[src/rtl/seqmul_pkg.sv]
package seqmul_pkg;
  typedef enum logic [1:0] {
    ST_IDLE = 2'd0,
    ST_LOAD = 2'd1,
    ST_ITER = 2'd2,
    ST_FIN  = 2'd3
  } seq_state_e;
endpackage

[src/rtl/seqmul_step.sv]
// One add-or-shift step: (carry:sum) of acc (+ mcand if mplier[0]),
// upper W bits to the accumulator, bit 0 into the multiplier's top bit.
module seqmul_step #(
  parameter int W = 8
) (
  input  logic [W-1:0] mcand,
  input  logic [W-1:0] acc,
  input  logic [W-1:0] mplier,
  output logic [W-1:0] acc_nxt,
  output logic [W-1:0] mplier_nxt
);
  logic [W:0] wide;

  always_comb begin
    if (mplier[0]) wide = {1'b0, acc} + {1'b0, mcand};
    else           wide = {1'b0, acc};
    acc_nxt    = wide[W:1];
    mplier_nxt = {wide[0], mplier[W-1:1]};
  end
endmodule

[src/rtl/seqmul_cnt.sv]
// Loadable down-counter with a zero flag and asynchronous clear.
module seqmul_cnt #(
  parameter int CW = 4
) (
  input  logic          clk,
  input  logic          clr,
  input  logic          load,
  input  logic [CW-1:0] din,
  output logic          zero
);
  logic [CW-1:0] cnt_q;

  always_ff @(posedge clk or posedge clr) begin
    if (clr)       cnt_q <= '0;
    else if (load) cnt_q <= din;
    else           cnt_q <= cnt_q - 1'b1;
  end

  assign zero = (cnt_q == '0);

  // a freshly loaded nonzero count must not report zero on the next cycle
  a_r3_load_nonzero : assert property (@(posedge clk) disable iff (clr)
    (load && din != '0) |=> !zero);
endmodule

[src/rtl/seqmul_ctrl.sv]
module seqmul_ctrl
  import seqmul_pkg::*;
(
  input  logic       clk,
  input  logic       clr,
  input  logic       start,
  input  logic       zero,
  output seq_state_e state,
  output logic       done,
  output logic       sel_ext,
  output logic       ld_a,
  output logic       ld_bc,
  output logic       ld_cnt
);
  seq_state_e st_q, st_d;

  always_ff @(posedge clk or posedge clr) begin
    if (clr) st_q <= ST_IDLE;
    else     st_q <= st_d;
  end

  always_comb begin
    st_d    = st_q;
    done    = 1'b0;
    sel_ext = 1'b0;
    ld_a    = 1'b0;
    ld_bc   = 1'b0;
    ld_cnt  = 1'b0;
    unique case (st_q)
      ST_IDLE: if (start) st_d = ST_LOAD;
      ST_LOAD: begin
        st_d    = ST_ITER;
        sel_ext = 1'b1;
        ld_a    = 1'b1;
        ld_bc   = 1'b1;
        ld_cnt  = 1'b1;
      end
      ST_ITER: begin
        if (zero) st_d  = ST_FIN;
        else      ld_bc = 1'b1;
      end
      ST_FIN: begin
        st_d = ST_IDLE;
        done = 1'b1;
      end
      default: st_d = ST_IDLE;
    endcase
  end

  assign state = st_q;

  // the finish flag lasts one clock
  a_r3_done_single : assert property (@(posedge clk) disable iff (clr)
    done |=> !done);
  // a start seen outside idle never re-enters the load state
  a_r6_start_ignored : assert property (@(posedge clk) disable iff (clr)
    (st_q != ST_IDLE && start) |=> st_q != ST_LOAD);
endmodule

[src/rtl/seqmul_top.sv]
module seqmul_top
  import seqmul_pkg::*;
#(
  parameter int N = 8
) (
  input  logic           clk,
  input  logic           clr,
  input  logic           start,
  input  logic [N-1:0]   a_in,
  input  logic [N-1:0]   b_in,
  output logic           done,
  output logic [2*N-1:0] prod
);
  localparam int CW = $clog2(N + 1);
  localparam logic [CW-1:0] STEPS = CW'(N);

  seq_state_e state;
  logic sel_ext, ld_a, ld_bc, ld_cnt, zero;
  logic [N-1:0] a_q, b_q, c_q;
  logic [N-1:0] c_step, b_step, b_d, c_d;

  seqmul_ctrl u_ctrl (
    .clk(clk), .clr(clr), .start(start), .zero(zero),
    .state(state), .done(done), .sel_ext(sel_ext),
    .ld_a(ld_a), .ld_bc(ld_bc), .ld_cnt(ld_cnt)
  );

  seqmul_cnt #(.CW(CW)) u_cnt (
    .clk(clk), .clr(clr), .load(ld_cnt), .din(STEPS), .zero(zero)
  );

  seqmul_step #(.W(N)) u_step (
    .mcand(a_q), .acc(c_q), .mplier(b_q),
    .acc_nxt(c_step), .mplier_nxt(b_step)
  );

  // operand select: external operands on load, step results otherwise
  assign b_d = sel_ext ? b_in : b_step;
  assign c_d = sel_ext ? '0   : c_step;

  always_ff @(posedge clk or posedge clr) begin
    if (clr)       a_q <= '0;
    else if (ld_a) a_q <= a_in;
  end

  always_ff @(posedge clk or posedge clr) begin
    if (clr) begin
      b_q <= '0;
      c_q <= '0;
    end else if (ld_bc) begin
      b_q <= b_d;
      c_q <= c_d;
    end
  end

  assign prod = {c_q, b_q};

  // accumulator starts from zero after a load
  a_r5_acc_cleared : assert property (@(posedge clk) disable iff (clr)
    (state == ST_LOAD) |=> c_q == '0);
  // operands captured on the load edge
  a_r8_operands_captured : assert property (@(posedge clk) disable iff (clr)
    (state == ST_LOAD) |=> (a_q == $past(a_in) && b_q == $past(b_in)));
  // idle without start keeps the product
  a_r7_prod_hold : assert property (@(posedge clk) disable iff (clr)
    (state == ST_IDLE && !start) |=> $stable(prod));
  // finish only follows an expired counter
  a_r3_done_after_zero : assert property (@(posedge clk) disable iff (clr)
    $rose(done) |-> $past(zero));
endmodule

[config.mk]
export PLATFORM = sky130hd
export DESIGN_NAME = seqmul_top
export DESIGN_NICKNAME = d
export VERILOG_FILES = /design/src/rtl/seqmul_pkg.sv /design/src/rtl/seqmul_step.sv /design/src/rtl/seqmul_cnt.sv /design/src/rtl/seqmul_ctrl.sv /design/src/rtl/seqmul_top.sv
export SDC_FILE = /design/constraint.sdc
export NUM_CORES = 1
export LEC_CHECK = 0
export ABC_AREA = 0
export BUFFER_PORTS_ARGS = -buffer_cell sky130_fd_sc_hd__buf_2
export CAP_MARGIN = 20
export CORE_UTILIZATION = 34
export DETAILED_ROUTE_END_ITERATION = 10
export HOLD_SLACK_MARGIN = 0.15
export PLACE_DENSITY = 0.59
export REMOVE_ABC_BUFFERS = 1
export SETUP_SLACK_MARGIN = 0.05
export SYNTH_ARGS = -nofsm -noshare
export SYNTH_HDL_FRONTEND = slang
export SYNTH_SLANG_ARGS = --single-unit
[constraint.sdc]
create_clock -name clk -period 2.4 [get_ports clk]
set_input_delay 0.24 -clock clk [delete_from_list [all_inputs] [get_ports clk]]
set_output_delay 0.24 -clock clk [all_outputs]
set_load 0.01 [all_outputs]
==> results of run 1 <==
where the power goes:
group | switching, W | internal (W)
sequential | 0.000186 | 0.000733
clock | 0.000173 | 0.000199
combinational | 0.000778 | 0.000654
path summary, 6_finish.rpt:
path | cells past startpoint | end | slack, ns
worst max-delay path | 8 | c_q[7] | 0.48
worst min-delay path | 3 | a_q[1] | 0.18
worst max register to register | 8 | c_q[7] | 0.48
worst min register to register | 1 | u_cnt.cnt_q[0] | 0.47
max in group asynchronous | 4 | a_q[1] | 1.53
min in group asynchronous | 4 | b_q[4] | 0.58
cell type report:
cell class              count  area (um^2)
well taps                  67         83.8
repair buffers             40          215
clock buffers               7         76.3
inverters                   9         33.8
fillers                   492         2730
multi-input cells         113          868
flip-flops and latches     30          751
metrics by stage:
stage               std cells  area (um^2)  power (W)  setup WS, ns
global placement          258         1940    0.00235         0.533
global route              266         2030    0.00298         0.343
detailed placement        258         1940    0.00237         0.489
floorplan                 152         1650    0.00194         0.239
CTS                       266         2030    0.00276         0.481
finish                    266         2030    0.00272         0.485
routing by layer:
layer / track usage (%) / vias to the layer above / routed length [um]
met5: 0 / - / 0
met4: 5.88 / 0 / 58
met3: 4.70 / 8 / 160
met2: 22.4 / 26 / 1540
met1: 18.3 / 589 / 1610
li1: - / 641 / -
sequential cells by signal, indices dropped and copies added (netlist names):
register and cells:
a_q 8, b_q 8, c_q 8, u_cnt.cnt_q 4, u_ctrl.state 2
cells in the mapped netlist (all sizes together), types with 2 or more instances:
library cell   n  area [um^2]
a21o           2         16.3
inv            9         33.8
mux2           7         78.8
o21ai         18         90.1
xor2           4         35.0
mux2i         11          110
xnor2          3         26.3
a21oi          7         35.0
a32oi          3         26.3
o211ai         2         15.0
a211oi         2         15.0
nand2         15         56.3
nor2           8         32.5
buf            4         20.0
nand2b         2         12.5
ha            15          188
clkbuf         3         21.3
dfrtp         30          751
what timing repair did:
item,4_1_cts,5_1_grt
hold buffers,1,0
hold endpoints to repair,30,0
gates resized for setup,0,0
worst register-to-register path: stages, from the launching register on:
cell	delay, ns
dfrtp_1	0.38
ha_1	0.20
inv_1	0.06
fa_1	0.39
or2b_1	0.25
a21oi_1	0.14
a211oi_1	0.09
o21ai_0	0.17
a32o_1	0.17
logic make-up after synthesis:
family          count (synthesis)
xor+xnor                        7
flops                          30
compound gates                 39
fa+ha+maj                      16
buf+inv                        16
simple gates                   33
mux                            18
==> impl_metrics.env, run 1 <==
export IMPL_async_flop_share_pct=100
export IMPL_grt_overflow=0
export IMPL_rows=25
export IMPL_drt_iter0_drc=36
export IMPL_worstPathCellList="ha_1 -> inv_1 -> fa_1 -> or2b_1 -> a21oi_1 -> a211oi_1 -> o21ai_0 -> a32o_1"
export IMPL_arrival_ns=2.13
export IMPL_drc=0
export IMPL_gp_congestion=0.764
export IMPL_path_buf_inv=1
export IMPL_cts_tree="yes"
export IMPL_whs_ns=0.184
export IMPL_critPathRequiredTime_ns=2.62
export IMPL_worstSetupEndpointType="flip-flop"
export IMPL_min_from="a_in[1]"
export IMPL_antenna_found_initial=0
export IMPL_vias=1264
export IMPL_routed_via_density=4.75
export IMPL_synthMuxAreaShare_pct=11.2
export IMPL_syn_area_um2=1690
export IMPL_layout_nets=234
export IMPL_status="finished clean"
export IMPL_power_density_nw_per_um2=1340
export IMPL_cpMaxStageDelayCell="fa_1"
export IMPL_cap_violations=0
export IMPL_cts_sinks=30
export IMPL_grt_max_degree=31
export IMPL_synthXorXnorAreaFrac_pct=3.62
export IMPL_wire_per_inst_um=12.6
export IMPL_port_buffers=35
export IMPL_worst_slew_pin_transition_ns=0.424
export IMPL_numCtsBuffers=5
export IMPL_dp_hpwl_mm=2.39
export IMPL_cp_startpoint="c_q[0]"
export IMPL_max_slew_margin_pct=71.8
export IMPL_cts_root_buffer="clkbuf_8"
export IMPL_syn_to_final_growth_pct=19.7
export IMPL_yosys_area_share_simple_pct=9.38
export IMPL_cts_setup_buffers=0
export IMPL_crit_family="adder cells"
export IMPL_fin_crit_sh_pct=79.8
export IMPL_clock_path_buffers=2
export IMPL_firstDrtPassIters=4
export IMPL_die_area_um2=5270
export IMPL_drive_gt1_share_pct=27.6
export IMPL_path_clk_slew_ns=0.06
export IMPL_die_w_um=72.6
export IMPL_diodes=0
export IMPL_critPathKind="reg -> reg"
export IMPL_syn_mean_instance_area_um2=10.7
export IMPL_setup_viol=0
export IMPL_grt_usage_pct=14.3
export IMPL_die_height_um=72.6
export IMPL_p_leak_nw=0.991
export IMPL_final_max_slew_violation_count=0
export IMPL_finalSetupTns_ns=0
export IMPL_startpoint_type="flip-flop"
export IMPL_synth_main_ff_cell="dfrtp_1"
export IMPL_wl_mm=3.36
export IMPL_antenna_left=0
export IMPL_ys_types=36
export IMPL_synth_edf_count=0
export IMPL_ios=36
export IMPL_grt_setup_unrepaired="no"
export IMPL_yosys_area_share_adder_pct=12.3
export IMPL_ys_ff_latch=30
export IMPL_holdCritPathClass="in -> reg"
export IMPL_ys_seq_area_share_pct=44.3
export IMPL_cpPeakStageDelay_ns=0.39
export IMPL_clock_latency_ns=0.28
export IMPL_timing_final_hold_violations=0
export IMPL_grt_pass1_vias=1223
export IMPL_r2r_start="c_q[0]"
export IMPL_grt_pass1_wl_mm=5.69
export IMPL_final_common_cell="buf_2"
export IMPL_start_util_pct=35.6
export IMPL_ir_worst_vdd_uv=515
export IMPL_fmax_mhz=522
export IMPL_core_um2=4750
export IMPL_ys_warnings_count=0
export IMPL_final_core_util_pct=42.7
export IMPL_final_cell_mix="buf_2, dfrtp_1, o21ai_0, nand2_1, ha_1"
export IMPL_htree_levels=2
export IMPL_synth_compound_area_share_pct=14.8
export IMPL_min_period_ns=1.92
export IMPL_fin_skew_ns=0.00456
export IMPL_synth_top_family_by_area="compound AO/OA/AOI/OAI gates"
export IMPL_netlist_instances=159
export IMPL_crit_fanout=4
Power figures use the tool's default switching activity.
==> run 2: changes to the inputs <==
- PLACE_DENSITY: 0.59 -> 0.61
- clock period: 2.4 -> 1.7 ns (I/O delays scaled with it)
==> impl_metrics.env, run 2 (synthesized netlist as in run 1, its figures left out) <==
export IMPL_status="finished, violations left"
export IMPL_violations="setup timing"
export IMPL_layoutNonFillerInstCount=296
export IMPL_dp_hpwl_mm=2.45
export IMPL_htree_levels=2
export IMPL_syn_to_final_growth_pct=40.6
export IMPL_path_clk_slew_ns=0.07
export IMPL_drc=0
export IMPL_power_switching_w=0.00182
export IMPL_rr_worst_depth=8
export IMPL_cts_tree="yes"
export IMPL_internal_power_w=0.00272
export IMPL_worstSetupEndpointType="flip-flop"
export IMPL_critPathKind="reg -> reg"
export IMPL_clock_latency_ns=0.28
export IMPL_antenna_found_initial=0
export IMPL_multi_input_area_um2=953
export IMPL_cap_violations=0
export IMPL_combPwrFrac_pct=58.7
export IMPL_die_w_um=72.6
export IMPL_fin_skew_ns=0.00476
export IMPL_wl_mm=3.82
export IMPL_cts_sinks=30
export IMPL_port_buffers=35
export IMPL_r2r_start="c_q[0]"
export IMPL_wire_per_inst_um=12.9
export IMPL_fill_cells=458
export IMPL_largestRegisters="a_q (8), b_q (8), c_q (8)"
export IMPL_grt_setup_unrepaired="yes"
export IMPL_r2r_slack_ns=-0.10
export IMPL_min_period_ns=1.80
export IMPL_timing_final_hold_violations=0
export IMPL_max_slew_margin_pct=74.8
export IMPL_numCtsBuffers=5
export IMPL_die_area_um2=5270
export IMPL_final_max_slew_violation_count=0
export IMPL_final_cell_mix="buf_2, dfrtp_1, buf_4, nand2_1"
export IMPL_clkPwrFrac_pct=13.1
export IMPL_fin_crit_sh_pct=106
export IMPL_setup_viol=3
export IMPL_finalSetupTns_ns=-0.207
export IMPL_worst_slew_pin_transition_ns=0.378
export IMPL_final_common_cell="buf_2"
export IMPL_vias=1380
export IMPL_rows=25
export IMPL_drt_iter0_drc=28
export IMPL_worst_slack_ns=-0.101
export IMPL_grt_overflow=0
export IMPL_stdcell_area_um2=2380
export IMPL_die_height_um=72.6
export IMPL_seq_power_share_pct=28.1
export IMPL_clock_path_buffers=2
export IMPL_layout_nets=263
export IMPL_crit_fanout=2
export IMPL_grt_max_degree=31
export IMPL_swShare_pct=40.0
export IMPL_fmax_mhz=555
export IMPL_dp_cells=272
export IMPL_diodes=0
export IMPL_cp_endpoint="c_q[7]"
export IMPL_grt_usage_pct=15.3
export IMPL_arrival_ns=2.02
export IMPL_r2r_end="c_q[7]"
export IMPL_startpoint_type="flip-flop"
export IMPL_cp_startpoint="c_q[0]"
export IMPL_ir_worst_vdd_uv=946
export IMPL_firstDrtPassIters=4
export IMPL_grt_pass1_vias=1346
export IMPL_place_area_um2=2060
export IMPL_cts_root_buffer="clkbuf_8"
export IMPL_holdCritPathClass="in -> reg"
export IMPL_drive_gt1_share_pct=40.6
export IMPL_gp_congestion=0.795
export IMPL_antenna_left=0
export IMPL_critPathRequiredTime_ns=1.92
export IMPL_seqCellArea_um2=751
export IMPL_start_util_pct=35.6
export IMPL_grt_pass1_wl_mm=6.27
export IMPL_core_um2=4750
export IMPL_p_leak_nw=1.15
export IMPL_routed_via_density=4.66
export IMPL_power_density_nw_per_um2=1910
export IMPL_ios=36
## run 2: changes by cell type in the layout (fill, tap and decap cells not counted), sizes merged
cell         change
buf             +21
clkinv           +1
dlygate4sd3      +8
## run 2: cell type report
cell class,count,share of cell area [%]
Clock inverter,1,0.210
Inverter,9,1.42
Tap cell,67,3.52
Multi-Input combinational cell,113,40.0
Sequential cell,30,31.5
Clock buffer,7,3.62
Timing Repair Buffer,69,19.7
## run 2: worst min-delay path by stage
| stage | start | cells after the start | to |
|---|---|---|---|
| global route | b_in[6] | 3 | b_q[6] |
| CTS | b_in[7] | 3 | b_q[7] |
| detailed placement | clr | 3 | b_q[1] |
| finish | b_in[7] | 3 | b_q[7] |
| floorplan | clr | 1 | a_q[0] |
| global placement | clr | 3 | b_q[1] |
## run 2: stage by stage
step	utilization (%)	setup WS (ns)	hold slack, ns	total power (W)
3_3_place_gp	43.3	-0.120	0.271	0.00356
3_5_place_dp	43.3	-0.175	0.270	0.00360
5_1_grt	50.1	-0.196	0.196	0.00495
4_1_cts	49.2	-0.0521	0.176	0.00443
2_1_floorplan	-	-0.461	0.261	0.00274
6_report	50.1	-0.101	0.174	0.00454
## run 2: critical path, stage by stage (launching register included)
cell and delay, ns:
dfrtp_1 0.37, ha_2 0.20, inv_2 0.04, fa_2 0.33, or2b_1 0.27, a21oi_2 0.16, a211oi_2 0.06, o21ai_1 0.14
a32o_1 0.17
## run 2: timing repair
item,4_1_cts,5_1_grt
resized for setup,14,7
setup endpoints to repair,4,11
buffers inserted,6,2
hold buffers,9,0
pin swaps,10,8
endpoints found under the hold margin,38,0
## run 2: power by group through the flow
| stage | Combinational, W | Sequential, W | Clock [W] |
|---|---|---|---|
| after detailed placement | 0.00235 | 0.00125 | 0 |
| final | 0.00267 | 0.00128 | 0.000597 |
| after floorplan | 0.00142 | 0.00132 | 0 |
| after global routing | 0.00298 | 0.00132 | 0.000645 |
| after global placement | 0.00232 | 0.00124 | 0 |
| after CTS | 0.00256 | 0.00127 | 0.000608 |
## run 2: metal layers
layer | share of wire, % | track usage [%] | wire length (um)
met1 | 46 | 20.2 | 1740
met2 | 50 | 25.3 | 1910
met3 | 3.8 | 3.87 | 145
met4 | 0.73 | 3.27 | 28
met5 | 0 | 0 | 0
==> run 3: changes to the inputs <==
- ABC_AREA: 0 -> unset
- REMOVE_ABC_BUFFERS: 1 -> unset
==> impl_metrics.env, run 3 (synthesized netlist as in run 1, its figures left out) <==
export IMPL_status="finished, violations left"
export IMPL_violations="setup timing"
export IMPL_cpMaxStageDelayCell="dfrtp_1"
export IMPL_rows=25
export IMPL_port_buffers=35
export IMPL_synth_nets=194
export IMPL_worst_slack_ns=-0.0461
export IMPL_antenna_left=0
export IMPL_grt_pass1_wl_mm=6.31
export IMPL_wire_per_inst_um=12.6
export IMPL_p_leak_nw=1.13
export IMPL_grt_pass1_vias=1367
export IMPL_dp_cells=272
export IMPL_fin_crit_sh_pct=103
export IMPL_max_slew_margin_pct=74.2
export IMPL_die_w_um=72.6
export IMPL_largestRegisters="a_q (8), b_q (8), c_q (8)"
export IMPL_cpPeakStageDelay_ns=0.42
export IMPL_htree_levels=2
export IMPL_path_clk_slew_ns=0.06
export IMPL_worstPathCellList="inv_1 -> fa_2 -> or2b_1 -> a21oi_2 -> a211oi_2 -> xor2_1 -> o21ai_1"
export IMPL_gp_congestion=0.807
export IMPL_grt_max_degree=31
export IMPL_cts_root_buffer="clkbuf_8"
export IMPL_die_area_um2=5270
export IMPL_die_height_um=72.6
export IMPL_min_period_ns=1.75
export IMPL_worst_slew_pin_transition_ns=0.387
export IMPL_crit_cells=7
export IMPL_final_cell_mix="buf_2, dfrtp_1, buf_4, nand2_1"
export IMPL_grt_overflow=0
export IMPL_final_core_util_pct=49.4
export IMPL_drc=0
export IMPL_cap_violations=0
export IMPL_start_util_pct=35.6
export IMPL_ios=36
export IMPL_clock_path_buffers=2
export IMPL_fill_cells=464
export IMPL_stdcell_area_um2=2350
export IMPL_numCtsBuffers=5
export IMPL_ir_worst_vdd_uv=885
export IMPL_holdCritPathClass="in -> reg"
export IMPL_crit_fanout=3
export IMPL_finalSetupTns_ns=-0.121
export IMPL_startpoint_type="flip-flop"
export IMPL_cts_sinks=30
export IMPL_drive_gt1_share_pct=39.8
export IMPL_clock_latency_ns=0.28
export IMPL_diodes=0
export IMPL_arrival_ns=1.96
export IMPL_fin_skew_ns=0.00696
export IMPL_layoutNonFillerInstCount=293
export IMPL_vias=1373
export IMPL_core_um2=4750
export IMPL_antenna_found_initial=0
export IMPL_crit_family="flip-flops"
export IMPL_power_density_nw_per_um2=1880
export IMPL_whs_path_depth=3
export IMPL_worstSetupEndpointType="flip-flop"
export IMPL_timing_final_hold_violations=0
export IMPL_critPathKind="reg -> reg"
export IMPL_grt_usage_pct=15.5
export IMPL_place_area_um2=2070
export IMPL_dp_hpwl_mm=2.64
export IMPL_routed_via_density=4.69
export IMPL_layout_nets=262
export IMPL_wl_mm=3.70
export IMPL_setup_viol=3
export IMPL_final_common_cell="buf_2"
export IMPL_grt_setup_unrepaired="yes"
export IMPL_firstDrtPassIters=4
export IMPL_critPathRequiredTime_ns=1.91
export IMPL_fmax_mhz=573
export IMPL_syn_to_final_growth_pct=38.6
export IMPL_cts_tree="yes"
export IMPL_drt_iter0_drc=66
export IMPL_final_max_slew_violation_count=0
export IMPL_path_buf_inv=1
export IMPL_rr_worst_depth=7
run 3: changes by cell type in the layout (fill, tap and decap cells not counted), sizes merged:
cell    delta
buf        -1
clkbuf     -1
clkinv     -1
run 3: power by group:
group | switching [W] | internal (W)
combinational | 0.00129 | 0.00129
sequential | 0.000245 | 0.00104
clock | 0.000246 | 0.000311
total | 0.00178 | 0.00264
run 3: worst paths after layout:
path / startpoint / end / slack (ns)
max: c_q[1] / c_q[5] / -0.05
min reg2reg: u_cnt.cnt_q[0] / u_cnt.cnt_q[0] / 0.45
min: b_in[1] / b_q[1] / 0.19
min in group asynchronous: clr / a_q[7] / 0.53
max reg2reg: c_q[1] / c_q[5] / -0.05
max in group asynchronous: clr / a_q[1] / 0.89
run 3: final cells by class:
| cell class | instances | area [um^2] | share of cell area [%] |
|---|---|---|---|
| timing repair buffer | 68 | 449 | 19.1 |
| tap | 67 | 83.8 | 3.57 |
| multi-input combinational | 113 | 947 | 40.4 |
| inverter | 9 | 33.8 | 1.44 |
| clock buffer | 6 | 82.6 | 3.52 |
| sequential | 30 | 751 | 32.0 |
run 3: metal layers:
layer,vias to the layer above,global-route usage (%),wire length [um]
li1,692,-,-
met1,656,20.7,1770
met2,22,25.5,1800
met3,3,3.73,115
met4,0,3.92,16
met5,-,0,0
run 3: what timing repair did:
action	in CTS	in global routing
endpoints found under the hold margin	38	0
buffers inserted	3	3
gates resized for setup	4	8
pin swaps	7	2
endpoints found under the setup margin	5	11
hold buffers	9	0
run 3: metrics by stage:
stage                     power (W)  worst slack [ns]  hold WS [ns]
after floorplan             0.00287           -0.0741         0.261
after global placement      0.00357            0.0206         0.268
final                       0.00442           -0.0461         0.188
after detailed placement    0.00362           -0.0266         0.270
after CTS                   0.00430           -0.0145         0.184
after global routing        0.00483            -0.139         0.201
run 3: worst register-to-register path, cell delays in order (launching register included):
cell	delay, ns
dfrtp_1	0.42
inv_1	0.11
fa_2	0.40
or2b_1	0.26
a21oi_2	0.15
a211oi_2	0.06
xor2_1	0.16
o21ai_1	0.13
